[src/rtl/wdt_pkg.sv]
package wdt_pkg;
  localparam int BIT_PON = 7;
  localparam int BIT_WDT = 5;
  localparam int BIT_EXT = 4;
  localparam int BIT_SW  = 3;
  localparam int BIT_CTL = 2;
  localparam int REG_W   = 8;
endpackage

[src/rtl/wdt_ctrl.sv]
module wdt_ctrl #(
  parameter int IVL_W = 2
) (
  input  logic             clk,
  input  logic             rst_n,
  input  logic             wr_en,
  input  logic             wr_ctl,
  input  logic [IVL_W-1:0] wr_ivl,
  input  logic             disarm,
  output logic             active,
  output logic [IVL_W-1:0] ivl_q,
  output logic             cnt_clr
);
  // a zero in the control bit is both the arm and the kick command
  assign cnt_clr = wr_en && !wr_ctl;

  always_ff @(posedge clk or negedge rst_n) begin
    if (!rst_n) begin
      active <= 1'b0;
      ivl_q  <= '0;
    end else if (disarm) begin
      active <= 1'b0;
      ivl_q  <= '0;
    end else if (wr_en && !active) begin
      ivl_q <= wr_ivl;
      if (!wr_ctl) active <= 1'b1;
    end
  end
endmodule

[src/rtl/wdt_counter.sv]
module wdt_counter #(
  parameter int IVL_W = 2,
  parameter int CNT_W = 2,
  localparam int TAPS = 1 << IVL_W
) (
  input  logic             clk,
  input  logic             rst_n,
  input  logic             active,
  input  logic             cnt_clr,
  input  logic             evt_rst,
  input  logic             src_main,
  input  logic [IVL_W-1:0] ivl,
  input  logic [TAPS-1:0]  tick_sub,
  input  logic [TAPS-1:0]  tick_main,
  output logic [CNT_W-1:0] cnt_q,
  output logic             ovf
);
  localparam logic [CNT_W-1:0] CNT_MAX = {CNT_W{1'b1}};

  logic [TAPS-1:0] taps;
  logic            tap_hit;

  assign taps    = src_main ? tick_main : tick_sub;
  assign tap_hit = taps[ivl];
  assign ovf     = active && tap_hit && !cnt_clr && (cnt_q == CNT_MAX);

  always_ff @(posedge clk or negedge rst_n) begin
    if (!rst_n)                         cnt_q <= '0;
    else if (!active || cnt_clr || evt_rst) cnt_q <= '0;
    else if (tap_hit)                   cnt_q <= cnt_q + 1'b1;
  end
endmodule

[src/rtl/wdt_cause.sv]
module wdt_cause
  import wdt_pkg::*;
(
  input  logic             clk,
  input  logic             rst_n,
  input  logic             rd_en,
  input  logic             por_evt,
  input  logic             ext_evt,
  input  logic             sw_evt,
  input  logic             ovf,
  output logic             flag_pon,
  output logic             flag_wdt,
  output logic             flag_ext,
  output logic             flag_sw,
  output logic [REG_W-1:0] rd_data
);
  logic [REG_W-1:0] view;

  always_comb begin
    view          = '0;
    view[BIT_PON] = flag_pon;
    view[BIT_WDT] = flag_wdt;
    view[BIT_EXT] = flag_ext;
    view[BIT_SW]  = flag_sw;
  end

  // set has priority over the read-side clear
  always_ff @(posedge clk or negedge rst_n) begin
    if (!rst_n) begin
      flag_pon <= 1'b1;
      flag_wdt <= 1'b0;
      flag_ext <= 1'b0;
      flag_sw  <= 1'b0;
      rd_data  <= '0;
    end else begin
      flag_pon <= por_evt | (flag_pon & ~rd_en);
      flag_wdt <= ovf     | (flag_wdt & ~rd_en);
      flag_ext <= ext_evt | (flag_ext & ~rd_en);
      flag_sw  <= sw_evt  | (flag_sw  & ~rd_en);
      if (rd_en) rd_data <= view;
    end
  end
endmodule

[src/rtl/wdt_rstcause.sv]
module wdt_rstcause
  import wdt_pkg::*;
#(
  parameter int IVL_W = 2,
  parameter int CNT_W = 2,
  localparam int TAPS = 1 << IVL_W
) (
  input  logic             clk,
  input  logic             rst_n,
  input  logic             wr_en,
  input  logic [REG_W-1:0] wr_data,
  input  logic             rd_en,
  output logic [REG_W-1:0] rd_data,
  input  logic             por_evt,
  input  logic             ext_evt,
  input  logic             sw_evt,
  input  logic             src_main,
  input  logic [TAPS-1:0]  tick_sub,
  input  logic [TAPS-1:0]  tick_main,
  output logic             wdt_req
);
  logic             active, cnt_clr, ovf, evt_rst;
  logic [IVL_W-1:0] ivl_q;
  logic [CNT_W-1:0] cnt_q;
  logic             flag_pon, flag_wdt, flag_ext, flag_sw;
  logic             unused_wr_bits;

  assign unused_wr_bits = ^wr_data[REG_W-1:BIT_CTL+1];
  assign evt_rst        = por_evt | ext_evt | sw_evt;

  wdt_ctrl #(.IVL_W(IVL_W)) u_ctrl (
    .clk(clk), .rst_n(rst_n), .wr_en(wr_en), .wr_ctl(wr_data[BIT_CTL]),
    .wr_ivl(wr_data[IVL_W-1:0]), .disarm(evt_rst | ovf),
    .active(active), .ivl_q(ivl_q), .cnt_clr(cnt_clr)
  );

  wdt_counter #(.IVL_W(IVL_W), .CNT_W(CNT_W)) u_cnt (
    .clk(clk), .rst_n(rst_n), .active(active), .cnt_clr(cnt_clr),
    .evt_rst(evt_rst), .src_main(src_main), .ivl(ivl_q),
    .tick_sub(tick_sub), .tick_main(tick_main), .cnt_q(cnt_q), .ovf(ovf)
  );

  wdt_cause u_cause (
    .clk(clk), .rst_n(rst_n), .rd_en(rd_en), .por_evt(por_evt),
    .ext_evt(ext_evt), .sw_evt(sw_evt), .ovf(ovf),
    .flag_pon(flag_pon), .flag_wdt(flag_wdt), .flag_ext(flag_ext),
    .flag_sw(flag_sw), .rd_data(rd_data)
  );

  always_ff @(posedge clk or negedge rst_n) begin
    if (!rst_n) wdt_req <= 1'b0;
    else        wdt_req <= ovf;
  end
endmodule

[config.mk]
export PLATFORM = sky130hd
export DESIGN_NAME = wdt_rstcause
export DESIGN_NICKNAME = d
export VERILOG_FILES = /design/src/rtl/wdt_pkg.sv /design/src/rtl/wdt_ctrl.sv /design/src/rtl/wdt_counter.sv /design/src/rtl/wdt_cause.sv /design/src/rtl/wdt_rstcause.sv
export SDC_FILE = /design/constraint.sdc
export NUM_CORES = 1
export LEC_CHECK = 0
export ABC_AREA = 1
export BUFFER_PORTS_ARGS = -buffer_cell sky130_fd_sc_hd__buf_2
export CAP_MARGIN = 20
export CORE_MARGIN = 2
export CORE_UTILIZATION = 30
export CTS_BUF_LIST = sky130_fd_sc_hd__clkbuf_4
export DETAILED_ROUTE_END_ITERATION = 10
export PLACE_DENSITY_LB_ADDON = 0.1
export SLEW_MARGIN = 20
export SYNTH_ARGS = -nofsm -noshare
export SYNTH_HDL_FRONTEND = slang
export SYNTH_HIERARCHICAL = 1
export SYNTH_SLANG_ARGS = --single-unit
export TNS_END_PERCENT = 10
[constraint.sdc]
create_clock -name clk -period 3.55 [get_ports clk]
set_input_delay 0.355 -clock clk [delete_from_list [all_inputs] [get_ports clk]]
set_output_delay 0.355 -clock clk [all_outputs]
set_load 0.03 [all_outputs]
==> metrics.txt, run 1 <==
Die ar. 0.00300 mm^2; Yosys warning count 6; Die W 54.8 um; maximum VDD drop 147 uV; most frequent cells in the layout nand2_1, buf_2, inv_1; worst hold start por_evt; Vias/cell ~4.1; FFs w/ async S/R, synth 100%; iteration-0 DRC count of the detailed router 6; CTS root buf clkbuf_4; CTS clk-pin slew, worst paths approximately 80 ps; deepest clock path buffer count 2; 1st-pass router iterations 4; crit path max fanout 4; clock latency on the worst-skew pair 280 ps; Pleak 0.000587 uW; reg2reg start u_ctrl/ivl_q[0]$_DFFE_PN0P_; pin count of the biggest net entering global routing 15; Total Wirelength 1310 um; first-pass GRT wire length 2200 um; clk sink count 14; gr ovfl total 0; met3 wire len roughly 90 um; CP endpoint kind flop; Chip Height 54.8 um; Synth cell types 17; Final Hold Fails 0; DRT antenna net count 0; vias approximately 650; Post-synth EDFFs 0; initial core utilization 31.5%; Mapped Area 774 um^2; Port Buffer Count 23; CP startpoint u_ctrl/ivl_q[0]$_DFFE_PN0P_; CTS tree built; Top-Level Pins 33; final setup skew 2.29 ps; minimum clock period 1470 ps; syn avg cell area 7.67 um^2; maxcap violations 0; status completed; worst path setup slack after routing 2080 ps; CTS Buf Count 3; area of the core 0.00245 mm^2; pre-CTS setup slack 1970 ps; pwr dens 345 mW/mm^2; Synth Register Bits 14; final setup vio count 0; synth top area cells dfrtp_1, nand2_1, inv_1, nand3_1, nand3_2; Setup CP Type flop to flop; wl on met1 around 580 um; vias in the first global route 571; setup tns final 0 ps; DRC Markers 0; P&R area growth vs syn 22.5%; sequential share of the synthesized area 45.4%; Mapped Cells 101; largest area contributor in the netlist dfrtp_1; final design area excluding fillers 948 um^2; RSZ-0062 raised after global routing false; Nets 154; share of layout cells above drive strength 1 between 30% and 40%; ant diodes 0; initial antenna violation count 0; GRT Util Overall 10.6%; Placed Instance Area just over 900 um^2; period utilisation layout between 40% and 50%; max-slew violations 0; Hold Path Class input port to flop; FMAX roughly 0.7 GHz; commonest non-fill, non-tap cell in the layout nand2_1; postcts setup bufs 0; Top Metal Used met4; wire per inst 8.30 um; top_reg_cell synth dfrtp_1; CP required approximately 3700 ps; DP HPWL between 1000 and 1500 um; GP Congestion around 0.66; site row count 18; WP data arrival ~1700 ps; Pwr Total between 300 and 400 uW; metal2 WL 600 um; H-tree levels 1; top-area cell type share of the netlist area a little over two fifths; Setup crit start kind flop
[state kept, by name, summed over array words and instances, names as in the netlist]
register and flops:
u_cnt/cnt_q 2, u_cause/flag_ext 1, wdt_req 1, u_ctrl/active 1
u_cause/rd_data 4, u_ctrl/ivl_q 2, u_cause/flag_wdt 1, u_cause/flag_sw 1
u_cause/flag_pon 1
[area by class of cell]
class | instances | area, um^2
Fill cell | 274 | 1510
Sequential cell | 14 | 352
Tap cell | 30 | 37.5
Clock buffer | 4 | 30.0
Timing Repair Buffer | 24 | 125
Inverter | 24 | 91.3
Multi-Input combinational cell | 62 | 313
[worst max-delay path: stages, from the launching register on]
cell and delay [ps]:
dfrtp_1 430, inv_1 100, nand3_1 100, nand3_2 90, nand2_2 70, nor2_1 170
inv_1 70, nand3_1 120, inv_1 90, nand3_1 90, nand2_1 50
[metrics by stage]
step | instances | util, % | hold slack (ps)
final | 158 | 38.6 | 261
after global routing | 158 | 38.6 | 277
after CTS | 158 | 38.6 | 254
after detailed placement | 153 | 37.0 | 272
after global placement | 153 | 37.0 | 273
after floorplan | 104 | - | 59.4
[cell families after synthesis]
logic type      Yosys count  synth area share, %
buf+inv                  28                 15.7
simple gates             56                 35.7
flops                    14                 45.4
compound gates            1                 1.13
other cells               1                0.484
fa+ha+maj                 1                 1.62
[repair_timing]
action,CTS,global route
hold buffers,1,0
setup endpoints to repair,0,0
hold endpoints to repair,13,0
gates resized for setup,0,0
[final timing paths]
path,endpoint,slack (ps),cells after the start
worst max-delay path,u_ctrl/ivl_q[1]$_DFFE_PN0P_,2080,10
worst min-delay path,u_cause/flag_pon$_DFF_PN1_,260,3
worst max register to register,u_ctrl/ivl_q[1]$_DFFE_PN0P_,2080,10
worst min register to register,u_cause/flag_pon$_DFF_PN1_,460,2
max in group asynchronous,u_cause/flag_pon$_DFF_PN1_,2770,2
min in group asynchronous,u_cause/flag_wdt$_DFF_PN0_,490,2
[cell usage after synthesis (4+ instances only)]
cell,instances
inv_1,19
nand4_1,4
nand3_1,8
nand2_1,36
buf_4,4
nand3_2,4
inv_2,4
dfrtp_1,13
[power breakdown]
part	internal [uW]	switching [uW]
Clock	51.3	51.4
Sequential	166	3.17
Combinational	18.6	36.4
Total	236	91.0
[per-layer routing]
metal,GRT usage [%],vias to the layer above
li1,-,349
met1,11.0,273
met2,18.7,21
met3,1.64,4
met4,8.75,0
met5,0,-
Note: power is estimated with default switching activity, not from simulation.
==> inputs of run 2 (changes only) <==
- clock period: 3.55 -> 1.42 ns (I/O delays scaled with it)
==> metrics.txt, run 2 (synthesis gave the netlist of run 1 again) <==
CTS clk-pin slew, worst paths 80 ps (about the same); Final Hold Fails 0 (unchanged); Port Buffer Count 23 (unchanged); pwr dens 836 mW/mm^2 (+140%); CTS tree built; FMAX 0.762 GHz (+12%); Chip Height 54.8 um (unchanged); CP endpoint kind flop; site row count 18 (unchanged); Top Metal Used met4; Most flops, register u_cause/rd_data; metal2 WL 685 um (+14%); Total Wirelength 1370 um (+4.8%); max FFs per register 4 (unchanged); met3 wire len 72 um (-18%); DRT antenna net count 0 (unchanged); DP HPWL 1110 um (+1.6%); gr ovfl total 0 (unchanged); pin count of the biggest net entering global routing 15 (unchanged); WP data arrival 1480 ps (-170 ps); area of the core 0.00245 mm^2 (unchanged); minimum clock period 1310 ps (-159 ps); Die ar. 0.00300 mm^2 (unchanged); Die W 54.8 um (unchanged); wl on met1 588 um (+2.1%); first-pass GRT wire length 2330 um (+5.6%); GRT Util Overall 11.3% (+0.68 points); maximum VDD drop 315 uV (+110%); commonest non-fill, non-tap cell in the layout nand2_1; Setup crit start kind flop; initial core utilization 31.5% (unchanged); Hold Path Class input port to flop; iteration-0 DRC count of the detailed router 4 (-2); vias in the first global route 593 (+3.9%); CTS Buf Count 3 (unchanged); Pwr Total 819 uW (+150%); clock latency on the worst-skew pair 280 ps (about the same); ant diodes 0 (unchanged); wire per inst 8.53 um (+2.9%); DRC Markers 0 (unchanged); most frequent cells in the layout nand2_1, buf_2, inv_1; final setup skew 6.23 ps (+3.94 ps); deepest clock path buffer count 2 (unchanged); Core Util, Final 39.9% (+1.3 points); final setup vio count 0 (unchanged); Setup CP Type flop to flop; Top-Level Pins 33 (unchanged); Pleak 0.000600 uW (+2.2%); max-slew violations 0 (unchanged); initial antenna violation count 0 (unchanged); maxcap violations 0 (unchanged); P&R area growth vs syn 26.5%; H-tree levels 1 (unchanged); clk sink count 14 (unchanged); crit path max fanout 4 (unchanged); period utilisation layout 92.4% (+51 points); CP required 1590 ps (-2130 ps); top flop regs u_cause/rd_data x4, u_cnt/cnt_q x2, u_ctrl/ivl_q x2; GP Congestion 0.660 (-0.17%); status completed; Vias/cell 4.11 (+0.41%); share of layout cells above drive strength 1 37.4% (+5.4 points); CTS root buf clkbuf_4; vias 662 (+2.3%); Nets 157 (+1.9%); 1st-pass router iterations 4 (unchanged)
-- run 2: worst paths after layout --
| kind | cells past startpoint | from | to | slack, ps |
|---|---|---|---|---|
| max reg2reg | 10 | u_ctrl/ivl_q[0]$_DFFE_PN0P_ | u_ctrl/ivl_q[1]$_DFFE_PN0P_ | 110 |
| max | 10 | u_ctrl/ivl_q[0]$_DFFE_PN0P_ | u_ctrl/ivl_q[1]$_DFFE_PN0P_ | 110 |
| min | 3 | por_evt | u_cause/flag_pon$_DFF_PN1_ | 50 |
| min in group asynchronous | 2 | rst_n | u_cause/rd_data[4]$_DFFE_PN0P_ | 280 |
| max in group asynchronous | 2 | rst_n | u_cause/flag_pon$_DFF_PN1_ | 850 |
| min reg2reg | 2 | u_cause/flag_pon$_DFF_PN1_ | u_cause/flag_pon$_DFF_PN1_ | 460 |
-- run 2: layout make-up --
cell class              instances  area [um^2]
multi-input cells              62          320
fillers                       281         1480
well taps                      30         37.5
repair buffers                 27          148
inverters                      24         91.3
flip-flops and latches         14          353
clock buffers                   4         30.0
-- run 2: what timing repair did --
item | CTS | global route
pin swaps | 0 | 1
setup endpoints to repair | 2 | 2
hold endpoints to repair | 13 | 0
cloned | 0 | 0
setup buffers | 0 | 1
hold buffers | 1 | 0
resized for setup | 1 | 4
-- run 2: where the power goes --
| part | total, uW | switching (uW) | internal (uW) |
|---|---|---|---|
| Clock | 255 | 127 | 128 |
| Sequential | 424 | 8.09 | 416 |
| Combinational | 139 | 92.4 | 47.1 |
-- run 2: metrics by stage --
stage	hold WS (ps)	setup TNS, ps	instances	area, um^2	worst slack, ps
after floorplan	-154	0	104	786	122
after global placement	60.0	-23.3	155	923	-12.2
after detailed placement	61.0	-5.60	155	923	-5.60
after CTS	43.5	0	160	966	17.2
after global routing	51.4	-9.50	161	980	-8.66
final	52.8	0	161	980	108
-- run 2: per-layer routing --
layer	GRT usage, %	up-vias
met3	2.46	2
met4	8.75	0
met1	11.9	288
met2	19.4	19
li1	-	353
met5	0	-
-- run 2: critical path: stages, from the launching register on --
cell and delay, ps:
dfrtp_2 440, inv_2 70, nand3_2 70, nand3_2 90, nand2_2 80, nor2_2 120, inv_1 60, nand3_2 90
inv_2 50, nand3_1 80, nand2_1 50
